`config.mk`:
```
export PLATFORM = sky130hd
export DESIGN_NAME = byte_rtc
export DESIGN_NICKNAME = d
export VERILOG_FILES = /design/src/rtl/rtc_pkg.sv /design/src/rtl/rtc_bus_decode.sv /design/src/rtl/rtc_counter.sv /design/src/rtl/rtc_alarm.sv /design/src/rtl/byte_rtc.sv
export SDC_FILE = /design/constraint.sdc
export NUM_CORES = 1
export LEC_CHECK = 0
export BUFFER_PORTS_ARGS = -buffer_cell sky130_fd_sc_hd__buf_4
export CAP_MARGIN = 20
export CELL_PAD_IN_SITES_DETAIL_PLACEMENT = 2
export CELL_PAD_IN_SITES_GLOBAL_PLACEMENT = 2
export CORE_MARGIN = 3
export CORE_UTILIZATION = 38
export CTS_CLUSTER_DIAMETER = 60
export DETAILED_ROUTE_END_ITERATION = 12
export GPL_TIMING_DRIVEN = 0
export PLACE_DENSITY = 0.84
export REMOVE_ABC_BUFFERS = 1
export SETUP_SLACK_MARGIN = 0.02
export SLEW_MARGIN = 20
export SYNTH_ARGS = -nofsm -noshare
export SYNTH_HDL_FRONTEND = slang
export SYNTH_HIERARCHICAL = 1
export SYNTH_SLANG_ARGS = --single-unit
```
`constraint.sdc`:
```
create_clock -name clk -period 2.7 [get_ports clk]
set_clock_uncertainty 0.2 [all_clocks]
set_input_delay 0.54 -clock clk [delete_from_list [all_inputs] [get_ports clk]]
set_output_delay 0.54 -clock clk [all_outputs]
set_load 0.05 [all_outputs]
```
`src/rtl/rtc_pkg.sv`:
```
package rtc_pkg;
    // fixed register offsets; the three byte windows follow WIN_BASE
    localparam logic [31:0] OFS_CTRL  = 32'd0;
    localparam logic [31:0] OFS_ALCTL = 32'd1;
    localparam logic [31:0] WIN_BASE  = 32'd2;

    // bit positions inside the control and alarm-control bytes
    localparam int CTL_RUN_BIT = 7;
    localparam int CTL_ARM_BIT = 1;
    localparam int ST_BIT      = 0;

    typedef enum logic [2:0] {
        RG_NONE,
        RG_CTRL,
        RG_ALCTL,
        RG_TSET,
        RG_TGET,
        RG_ALVAL
    } rtc_region_e;
endpackage

```
`src/rtl/rtc_bus_decode.sv`:
```
module rtc_bus_decode import rtc_pkg::*; #(
    parameter int ADDR_W = 4,
    parameter int NBYTES = 4,
    parameter int IDX_W  = 2
) (
    input  logic              sel,
    input  logic              we,
    input  logic [ADDR_W-1:0] addr,
    output rtc_region_e       region,
    output logic [IDX_W-1:0]  idx,
    output logic              ctl_wr,
    output logic              alctl_wr,
    output logic [NBYTES-1:0] tset_wr,
    output logic [NBYTES-1:0] alval_wr
);
    localparam logic [31:0] TSET_LO  = WIN_BASE;
    localparam logic [31:0] TGET_LO  = WIN_BASE + 32'(NBYTES);
    localparam logic [31:0] ALVAL_LO = WIN_BASE + 32'(2 * NBYTES);
    localparam logic [31:0] MAP_END  = WIN_BASE + 32'(3 * NBYTES);

    logic [31:0] a32;
    logic        wr;

    always_comb begin
        a32    = 32'(addr);
        region = RG_NONE;
        idx    = '0;
        if (a32 == OFS_CTRL) begin
            region = RG_CTRL;
        end else if (a32 == OFS_ALCTL) begin
            region = RG_ALCTL;
        end else if (a32 >= TSET_LO && a32 < TGET_LO) begin
            region = RG_TSET;
            idx    = IDX_W'(a32 - TSET_LO);
        end else if (a32 >= TGET_LO && a32 < ALVAL_LO) begin
            region = RG_TGET;
            idx    = IDX_W'(a32 - TGET_LO);
        end else if (a32 >= ALVAL_LO && a32 < MAP_END) begin
            region = RG_ALVAL;
            idx    = IDX_W'(a32 - ALVAL_LO);
        end
    end

    assign wr       = sel && we;
    assign ctl_wr   = wr && (region == RG_CTRL);
    assign alctl_wr = wr && (region == RG_ALCTL);

    for (genvar b = 0; b < NBYTES; b++) begin : g_stb
        assign tset_wr[b]  = wr && (region == RG_TSET)  && (idx == IDX_W'(b));
        assign alval_wr[b] = wr && (region == RG_ALVAL) && (idx == IDX_W'(b));
    end
endmodule

```
`src/rtl/rtc_counter.sv`:
```
module rtc_counter #(
    parameter int NBYTES = 4,
    parameter int DW     = 8
) (
    input  logic                         clk,
    input  logic                         rst_n,
    input  logic                         run,
    input  logic                         tick,
    input  logic [DW-1:0]                wdata,
    input  logic [NBYTES-1:0]            tset_wr,
    output logic [NBYTES-1:0][DW-1:0]    cnt
);
    localparam int CNT_W = NBYTES * DW;

    typedef struct packed {
        logic [NBYTES-1:1][DW-1:0] stage;
        logic [NBYTES-1:0][DW-1:0] cnt;
    } cnt_state_t;

    cnt_state_t st_d, st_q;

    always_comb begin
        st_d = st_q;
        for (int b = 1; b < NBYTES; b++) begin
            if (tset_wr[b]) st_d.stage[b] = wdata;
        end
        // a byte-0 write commits and takes precedence over a tick
        if (tset_wr[0]) begin
            st_d.cnt = {st_q.stage, wdata};
        end else if (run && tick) begin
            st_d.cnt = st_q.cnt + CNT_W'(1);
        end
    end

    always_ff @(posedge clk or negedge rst_n) begin
        if (!rst_n) st_q <= '0;
        else        st_q <= st_d;
    end

    assign cnt = st_q.cnt;
endmodule

```
`src/rtl/rtc_alarm.sv`:
```
module rtc_alarm import rtc_pkg::*; #(
    parameter int NBYTES = 4,
    parameter int DW     = 8
) (
    input  logic                      clk,
    input  logic                      rst_n,
    input  logic                      run,
    input  logic                      arm,
    input  logic [NBYTES-1:0][DW-1:0] cnt,
    input  logic [DW-1:0]             wdata,
    input  logic [NBYTES-1:0]         alval_wr,
    input  logic                      clr_wr,
    output logic [NBYTES-1:0][DW-1:0] alval,
    output logic                      status
);
    typedef struct packed {
        logic [NBYTES-1:0][DW-1:0] alval;
        logic                      status;
    } al_state_t;

    al_state_t st_d, st_q;
    logic      hit;

    assign hit = run && arm && (cnt == st_q.alval);

    always_comb begin
        st_d = st_q;
        for (int b = 0; b < NBYTES; b++) begin
            if (alval_wr[b]) st_d.alval[b] = wdata;
        end
        if (clr_wr && !wdata[ST_BIT]) st_d.status = 1'b0;
        // a live match beats a clear so no event is lost
        if (hit) st_d.status = 1'b1;
    end

    always_ff @(posedge clk or negedge rst_n) begin
        if (!rst_n) st_q <= '0;
        else        st_q <= st_d;
    end

    assign alval  = st_q.alval;
    assign status = st_q.status;
endmodule

```
`src/rtl/byte_rtc.sv`:
```
module byte_rtc import rtc_pkg::*; #(
    parameter int ADDR_W = 4,
    parameter int DW     = 8,
    parameter int NBYTES = 4
) (
    input  logic              clk,
    input  logic              rst_n,
    input  logic              sec_tick,
    input  logic              bus_sel,
    input  logic              bus_we,
    input  logic [ADDR_W-1:0] bus_addr,
    input  logic [DW-1:0]     bus_wdata,
    output logic [DW-1:0]     bus_rdata,
    output logic              alarm_irq
);
    localparam int IDX_W = (NBYTES > 1) ? $clog2(NBYTES) : 1;

    typedef struct packed {
        logic run;
        logic arm;
    } ctl_t;

    rtc_region_e               region;
    logic [IDX_W-1:0]          ridx;
    logic                      ctl_wr;
    logic                      alctl_wr;
    logic [NBYTES-1:0]         tset_wr;
    logic [NBYTES-1:0]         alval_wr;
    logic [NBYTES-1:0][DW-1:0] cnt_bytes;
    logic [NBYTES-1:0][DW-1:0] alarm_bytes;
    logic                      status;
    logic                      run_en;
    logic                      arm_en;
    logic [DW-1:0]             ctl_byte;
    logic [DW-1:0]             alctl_byte;
    ctl_t                      ctl_d, ctl_q;

    rtc_bus_decode #(.ADDR_W(ADDR_W), .NBYTES(NBYTES), .IDX_W(IDX_W)) u_dec (
        .sel      (bus_sel),
        .we       (bus_we),
        .addr     (bus_addr),
        .region   (region),
        .idx      (ridx),
        .ctl_wr   (ctl_wr),
        .alctl_wr (alctl_wr),
        .tset_wr  (tset_wr),
        .alval_wr (alval_wr)
    );

    always_comb begin
        ctl_d = ctl_q;
        if (ctl_wr) begin
            ctl_d.run = bus_wdata[CTL_RUN_BIT];
            ctl_d.arm = bus_wdata[CTL_ARM_BIT];
        end
    end

    always_ff @(posedge clk or negedge rst_n) begin
        if (!rst_n) ctl_q <= '0;
        else        ctl_q <= ctl_d;
    end

    assign run_en = ctl_q.run;
    assign arm_en = ctl_q.arm;

    rtc_counter #(.NBYTES(NBYTES), .DW(DW)) u_cnt (
        .clk     (clk),
        .rst_n   (rst_n),
        .run     (run_en),
        .tick    (sec_tick),
        .wdata   (bus_wdata),
        .tset_wr (tset_wr),
        .cnt     (cnt_bytes)
    );

    rtc_alarm #(.NBYTES(NBYTES), .DW(DW)) u_alm (
        .clk      (clk),
        .rst_n    (rst_n),
        .run      (run_en),
        .arm      (arm_en),
        .cnt      (cnt_bytes),
        .wdata    (bus_wdata),
        .alval_wr (alval_wr),
        .clr_wr   (alctl_wr),
        .alval    (alarm_bytes),
        .status   (status)
    );

    always_comb begin
        ctl_byte                 = '0;
        ctl_byte[CTL_RUN_BIT]    = ctl_q.run;
        ctl_byte[CTL_ARM_BIT]    = ctl_q.arm;
        alctl_byte               = '0;
        alctl_byte[ST_BIT]       = status;
        case (region)
            RG_CTRL:  bus_rdata = ctl_byte;
            RG_ALCTL: bus_rdata = alctl_byte;
            RG_TGET:  bus_rdata = cnt_bytes[ridx];
            RG_ALVAL: bus_rdata = alarm_bytes[ridx];
            default:  bus_rdata = '0;
        endcase
    end

    assign alarm_irq = status;
endmodule

```
Word level (Yosys, flattened, before mapping)
Index checks and enable logic that the tools add are counted.
Cells by class
  $add $sub $neg: 4
  multiply operators: 0
  div/mod/pow operators: 0
  magnitude comparators: 7
  equality and inequality tests: 10
  shift operators: 0
  muxes and demuxes: 19
  bitwise logic cells: 0
  reduce and logical (&&, ||, !) cells: 25
Operators with widths (count)
  $mux 32: 2
  $add 32x1->32 const B: 1
  $bmux 8 s2: 2
  $eq 32x32->1: 1
  $pmux 8 s4: 1
  $logic_and 1x1->1: 20
  $mux 8: 2
  $mux 3: 5
  $mux 2: 5
  $lt 4x4->1 const B: 2
  $eq 3x2->1 const B: 2
  $eq 3x3->1 const B: 2
  $sub 2x2->2 const B: 3
  $eq 2x2->1 const B: 2
  $eq 4x1->1 const B: 1
  $ge 4x2->1 const B: 1
  $ge 4x3->1 const B: 1
  $ge 4x4->1 const B: 1
  $logic_not 4->1: 1
  $lt 4x3->1 const B: 1
  $reduce_bool 2->1: 2
  $eq 3x1->1 const B: 1
  $lt 2x3->1 const B: 1
  $eq 2x1->1 const B: 1
  other kinds (3): 4
Word-level totals
  bits in registers: 91
  latch bits: 0
  RAM bits: 0
  memory bits (read-only): 0
  input port bits: 17
  word-level logic and storage cells: 79
  memories: 0

Longest topological paths before layout
Gate-level depths: netlist (run 1).
  word-level depth: 12
  mapped depth: 8

Hierarchy
The synthesis (run 1) kept the hierarchy.
By module, submodules not included
  rtc_counter: times used 1, cells each 305, area each 3049.2 µm², seq. area each 1401.3 µm²
  rtc_alarm: times used 1, cells each 115, area each 1570.3 µm², seq. area each 825.8 µm²
  byte_rtc: times used 1, cells each 55, area each 675.6 µm², seq. area each 50.0 µm²
  rtc_bus_decode: times used 1, cells each 31, area each 172.7 µm², seq. area each 0.0 µm²

Worst setup path before layout (run 1)
No wires, ideal clock.
  path kind: input to output
  start point: input bus_addr[2]
  end point: output bus_rdata[1]
  arrival time: 3.396 ns
  slack: -1.436 ns
  cell stages on the path: 8
  buffers on the path: 3
  cells stage by stage: buf_2 -> or3_1 -> and3_1 -> buf_6 -> buf_4 -> mux2_2 -> nor3b_1 -> o41ai_1
Between the ends
  cells in the longest elaborated chain, start to end: 10
  elaborated cells between the ends (all ways): 30
  those cells by class: order compare: 6; eq/ne: 5; mux: 15; reduce/logical: 4
Ends and longest elaborated chain
  start, declared: RTL line byte_rtc.sv:11  | input logic [ADDR_W-1:0] bus_addr,
  $ge 4x4->1 / $lt 4x4->1 (equally long branches): RTL line rtc_bus_decode.sv:38  | end else if (a32 >= ALVAL_LO && a32 < MAP_END) begin
  $logic_and 1x1->1: RTL line rtc_bus_decode.sv:38
  $mux 2: RTL line rtc_bus_decode.sv:38
  $mux 2: RTL line rtc_bus_decode.sv:35  | end else if (a32 >= TGET_LO && a32 < ALVAL_LO) begin
  $mux 2: RTL line rtc_bus_decode.sv:32  | end else if (a32 >= TSET_LO && a32 < TGET_LO) begin
  $mux 2: RTL line rtc_bus_decode.sv:30  | end else if (a32 == OFS_ALCTL) begin
  $mux 2 *: RTL line rtc_bus_decode.sv:28  | if (a32 == OFS_CTRL) begin
  via ridx[0]: RTL line byte_rtc.sv:24  | logic [IDX_W-1:0] ridx;
  $bmux 8 s2 (on tied branches): RTL line byte_rtc.sv:99, byte_rtc.sv:98
  $mux 8 (on tied branches): RTL line byte_rtc.sv:99, byte_rtc.sv:98
  $pmux 8 s4 *: RTL line byte_rtc.sv:95  | case (region)
  end, declared: RTL line byte_rtc.sv:13  | output logic [DW-1:0] bus_rdata,
The timed path passes the listed nets; every way through them passes the cells marked *. The select of a mux whose other input is x is not followed.

Worst setup path after layout (run 1)
  start point: input bus_addr[1]
  end point: output bus_rdata[3]
Same word-level chain as after synthesis.

==> results of run 1 <==
==> path summary, 6_finish.rpt <==
check | start | endpoint | slack (ns) | cells past startpoint
max | bus_addr[1] | bus_rdata[3] | -0.44 | 7
min | rst_n | u_cnt/cnt[25]$_DFFE_PN0P_ | 0.07 | 1
max reg2reg | u_cnt/cnt[6]$_DFFE_PN0P_ | u_cnt/cnt[17]$_DFFE_PN0P_ | 0.06 | 4
min reg2reg | u_cnt/st_q[34]$_DFFE_PN0P_ | u_cnt/cnt[10]$_DFFE_PN0P_ | 0.29 | 2
max in group asynchronous | rst_n | u_cnt/cnt[10]$_DFFE_PN0P_ | 1.63 | 1
min in group clk | u_cnt/st_q[34]$_DFFE_PN0P_ | u_cnt/cnt[10]$_DFFE_PN0P_ | 0.29 | 2
==> layer usage <==
layer / vias to the layer above / GRT usage [%] / wire length, µm
met5: - / 0 / 0
met4: 0 / 10.9 / 761
met3: 45 / 3.18 / 890
met2: 146 / 40.8 / 9640
met1: 2231 / 31.3 / 7920
li1: 1831 / - / -
==> stage by stage <==
step	instances	cell area, µm²
final	688	6120
after global routing	688	6120
after CTS	682	6030
after detailed placement	655	5540
after global placement	654	5520
after floorplan	449	5100
==> layout by cell type (no fill, tap or decap), types with 6 or more instances in the layout <==
cell type and count:
dfrtp_1 91, mux2_2 52, buf_4 34, nor2_1 33
nand2_1 31, xnor2_1 23, xor2_1 22, a31oi_1 18
o21ai_0 16, nand3_1 15, or4_1 14, nand4_1 13
o31ai_1 12, clkbuf_16 9, mux2_1 8, nor4_1 8
mux4_2 7, mux4_1 6, mux2i_1 6
==> state kept, by name (all words and copies together) (netlist names) <==
signal and count:
u_alm/alval 32, u_alm/status 1, u_cnt/cnt 32, arm_en 1, u_cnt/st_q 24, run_en 1
==> kinds of logic (layout without fill, tap and decap cells) <==
| logic type | count (synthesis) | in the layout | share of synthesized area, % |
|---|---|---|---|
| compound gates | 58 | 58 | 6.91 |
| xor+xnor | 45 | 45 | 7.21 |
| simple gates | 168 | 170 | 17.3 |
| flops | 91 | 91 | 41.6 |
| buf+inv | 62 | 62 | 7.03 |
| fa+ha+maj | 1 | 1 | 0.229 |
| mux | 81 | 81 | 19.7 |
==> cell type report <==
class | count | area (µm²)
clock buffer | 10 | 239
clock inverter | 6 | 88.8
fill | 1441 | 7870
inverter | 5 | 23.8
multi-input combinational | 355 | 2910
sequential | 91 | 2280
tap | 180 | 225
timing repair buffer | 41 | 355
==> critical path: stages <==
cell	delay, ns
buf_6	0.12
nand3_1	0.24
and3_4	0.33
mux4_1	0.65
mux2i_2	0.25
nor2_1	0.07
buf_4	0.20
==> where the power goes <==
group | internal [mW] | switching, mW
sequential | 1.65 | 0.465
clock | 0.837 | 0.568
combinational | 0.564 | 0.608
total | 3.05 | 1.64
==> timing repair <==
item | in CTS | in global routing
pin swaps | 6 | 3
resized for setup | 25 | 9
endpoints found under the setup margin | 26 | 26
cloned | 2 | 0
buffers inserted | 9 | 6
==> flow_metrics.tcl, run 1 <==
set metrics [dict create \
    status "complete, but fails checks" \
    failed_checks "setup timing" \
    firstDrtPassIters 5 \
    coreArea_um2 14000 \
    fin_hold_ws_ns 0.0694 \
    clock_path_buffers 2 \
    cellPowerDensity_nw_per_um2 767 \
    synth_common_cells "dfrtp_1 (91), mux2_2 (52), nor2_1 (37)" \
    fin_nets 521 \
    yosysTopAreaCellShare_pct 41.6 \
    setup_viol 8 \
    arrival_ns 2.40 \
    maxSlewViolCount 0 \
    synth_area_leaders "dfrtp_1 (42%), mux2_2 (11%), buf_4 (4.5%)" \
    fin_ws_ns -0.438 \
    yosysWarnings 6 \
    antenna_found_initial 0 \
    routabilityCongestion 0.840 \
    drc 0 \
    relSlewSlack_pct 24.3 \
    ys_ff_latch 91 \
    cts_root_buffer "clkbuf_16" \
    cts.clk_slew.worst_paths_ns 0.07 \
    period_share_pct 116 \
    port_buffers 25 \
    end_kind "primary output" \
    leakage_nw 2.48 \
    worstPathRequired_ns 1.96 \
    avgRoutedWirePerCell_um 27.9 \
    ant_nets 0 \
    start_util_pct 39.1 \
    drive_gt1_share_pct 28.3 \
    avgViaCountPerCell 6.18 \
    routed_wl_um 19200 \
    synth_top_cell_by_area "dfrtp_1" \
    antenna_cells 0 \
    crit_type "in2out" \
    synth_ff_type "dfrtp_1" \
    rsz0062_at_grt "true" \
    numCtsBuffers 9 \
    dr_total_vias 4253 \
    synth-edff-count 0 \
    finalCriticalPeriod_ns 3.14 \
    ios 26 \
    grt_pass1_vias 4743 \
    tightest_slew_ns 1.13 \
    finalHoldViolations 0 \
    cts_tree "yes" \
    hold_path.class "in2async" \
    fin_tns_setup_ns -2.94 \
    cts_hold_buf 0 \
    die_area_um2 15900 \
    irDropWorstVdd_v 0.000311 \
    rows 43 \
    grt_util_all_layers_pct 24.2 \
    total_power_mw 4.69 \
    synth_most_common_cell "dfrtp_1" \
    die_h_um 126 \
    syn_to_final_growth_pct 11.9 \
    synth_cell_types 53 \
    dp_slack_ns -1.07 \
    seq_area_frac_synth_pct 41.6 \
    cts_max_level 3 \
    numClockSinks 91 \
    synth_cells 506 \
    dp_hpwl_um 11800 \
    grt_pass1_wl_um 29100 \
    netlist_area_um2 5470 \
    overflow 0 \
    utilization_pct 43.7 \
    avgSynthCellArea_um2 10.8 \
    die_w_um 126 \
    max_freq_mhz 319 \
    crit_path_max_fanout 10 \
    cp-start-kind "input pin" \
    grt_max_degree 92 \
    maxCapViolations 0 \
    initialDrtViolationCount 312 \
    worstSkewPairLatency_ns 0.35 \
    async_flop_share_pct 100 \
]
Power figures use the tool's default switching activity.
==> run 2: changes to the inputs <==
--- a/config.mk
+++ b/config.mk
@@ -10,15 +10,14 @@
 export CELL_PAD_IN_SITES_DETAIL_PLACEMENT = 2
 export CELL_PAD_IN_SITES_GLOBAL_PLACEMENT = 2
 export CORE_MARGIN = 3
-export CORE_UTILIZATION = 38
+export CORE_UTILIZATION = 35
 export CTS_CLUSTER_DIAMETER = 60
 export DETAILED_ROUTE_END_ITERATION = 12
 export GPL_TIMING_DRIVEN = 0
-export PLACE_DENSITY = 0.84
+export PLACE_DENSITY = 0.8
 export REMOVE_ABC_BUFFERS = 1
 export SETUP_SLACK_MARGIN = 0.02
 export SLEW_MARGIN = 20
 export SYNTH_ARGS = -nofsm -noshare
 export SYNTH_HDL_FRONTEND = slang
-export SYNTH_HIERARCHICAL = 1
 export SYNTH_SLANG_ARGS = --single-unit
==> flow_metrics.tcl, run 2 <==
set metrics [dict create \
    status "finished, final reports clean" \
    synth_top_cell_by_area "dfrtp_1" \
    placed_area_um2 5330 \
    use_met2_pct 38.3 \
    yosysTopAreaCellShare_pct 45.3 \
    finalHoldViolations 0 \
    avgSynthCellArea_um2 10.6 \
    relSlewSlack_pct 38.4 \
    synth_area_leaders "dfrtp_1 (45%), mux2_2 (13%), xor2_1 (8.2%)" \
    grt_util_all_layers_pct 22.9 \
    final_cell_mix "dfrtp_1 (90), mux2_2 (60), nand2_1 (49)" \
    die_h_um 126 \
    dp.cells 650 \
    period_share_pct 98.6 \
    cts_max_level 3 \
    coreArea_um2 14000 \
    numCtsBuffers 9 \
    synth-edff-count 0 \
    rows 43 \
    crit_type "in2out" \
    antenna_cells 0 \
    cellPowerDensity_nw_per_um2 746 \
    dp_hpwl_um 11500 \
    port_buffers 25 \
    overflow 0 \
    dr_total_vias 4049 \
    maxCapViolations 0 \
    finalCriticalPeriod_ns 2.66 \
    tightest_slew_ns 0.921 \
    cts_tree "yes" \
    fin_tns_setup_ns 0 \
    numClockSinks 91 \
    fin_nets 510 \
    grt_most_used_layer "met2" \
    synth_common_cells "dfrtp_1 (91), mux2_2 (60), nand2_1 (52)" \
    cts.clk_slew.worst_paths_ns 0.07 \
    initialDrtViolationCount 308 \
    crit_path_max_fanout 8 \
    grt_max_degree 92 \
    synth_cells 474 \
    antenna_found_initial 0 \
    clock_path_buffers 2 \
    synth_ff_type "dfrtp_1" \
    ys_ff_latch 91 \
    routed_wl_um 18000 \
    ant_nets 0 \
    cts_root_buffer "clkbuf_16" \
    worstSkewPairLatency_ns 0.35 \
    synth_cell_types 45 \
    met3_usage_pct 3.35 \
    rsz0062_at_grt "true" \
    drc 0 \
    irDropWorstVdd_v 0.000306 \
    layout_commonest_cell "dfrtp_1" \
    routabilityCongestion 0.900 \
    crit_start "bus_addr[3]" \
    grt_pass1_vias 4466 \
    avgRoutedWirePerCell_um 26.7 \
    start_util_pct 35.9 \
    worstPathRequired_ns 1.96 \
    netlist_area_um2 5030 \
    die_w_um 126 \
    grtUsageMet1_pct 29.7 \
    yosysWarnings 0 \
    max_freq_mhz 375 \
    avgViaCountPerCell 6.00 \
    r2r_start "u_cnt.cnt[0]$_DFFE_PN0P_" \
    synth_most_common_cell "dfrtp_1" \
    grt_pass1_wl_um 27600 \
    end_kind "primary output" \
    fin_hold_ws_ns 0.0481 \
    die_area_um2 15800 \
    final_cell_area_um2 5910 \
    final_cells 675 \
    setup_viol 0 \
    async_flop_share_pct 100 \
    hold_path.class "in2async" \
    drive_gt1_share_pct 27.9 \
    maxSlewViolCount 0 \
    ios 26 \
    syn_to_final_growth_pct 17.5 \
    arrival_ns 1.92 \
    seq_area_frac_synth_pct 45.3 \
    leakage_nw 2.48 \
    firstDrtPassIters 6 \
    cp-start-kind "input pin" \
]
run 2: what timing repair did:
| item | CTS | global route |
|---|---|---|
| setup buffers | 4 | 6 |
| hold buffers | 0 | 0 |
| setup endpoints to repair | 8 | 8 |
| resized for setup | 15 | 24 |
| pin swaps | 1 | 12 |
| gates cloned | 0 | 1 |
run 2: power breakdown:
group | leakage, nW | switching, mW | internal, mW
Combinational | 1.15 | 0.574 | 0.488
Sequential | 1.18 | 0.390 | 1.64
Clock | 0.151 | 0.535 | 0.783
run 2: cell type report:
cell class                 count  area [µm²]
clock inverter                 2        35.0
timing repair buffer          37         404
sequential                    91        2280
fill                        1418        8080
inverter                       2        7.51
clock buffer                  12         267
multi-input combinational    351        2690
tap                          180         225
run 2: final timing paths:
check	endpoint	slack [ns]	cells past startpoint
max in group asynchronous	u_cnt.cnt[11]$_DFFE_PN0P_	1.54	1
max	bus_rdata[3]	0.04	7
min reg2reg	u_cnt.cnt[17]$_DFFE_PN0P_	0.29	2
min in group clk	u_cnt.cnt[17]$_DFFE_PN0P_	0.29	2
max reg2reg	u_cnt.cnt[28]$_DFFE_PN0P_	0.21	6
min	u_alm.alval[2]$_DFFE_PN0P_	0.05	1
run 2: cell families after synthesis:
| family | count (synthesis) | synth area share [%] |
|---|---|---|
| XOR/XNOR | 63 | 11.0 |
| adder cells (fa/ha/maj) | 1 | 0.249 |
| flip-flops | 91 | 45.3 |
| AO/OA/AOI/OAI | 68 | 9.01 |
| AND/OR/NAND/NOR | 147 | 15.4 |
| multiplexers | 72 | 15.8 |
| buffers and inverters | 32 | 3.26 |
run 2: per-layer routing:
layer / share of wire [%] / up-vias / wire length (µm)
met5: 0 / - / 0
met4: 4.0 / 0 / 723
met3: 4.5 / 46 / 814
met2: 50 / 133 / 8940
met1: 42 / 2133 / 7570
li1: - / 1737 / -
run 2: per-stage QoR:
stage	setup slack (ns)	total power, mW	utilization (%)
floorplan	-0.763	2.57	-
global placement	-1.83	2.91	37.8
detailed placement	-0.545	2.99	38.1
CTS	0.00543	4.37	41.0
global route	-0.0537	4.62	42.2
finish	0.0365	4.41	42.2
run 2: worst max-delay path: stages:
cell and delay (ns):
buf_12 0.13, or2_4 0.29, nand2_2 0.10, o21ai_2 0.07, a222oi_1 0.37, o22ai_1 0.18
buf_4 0.24
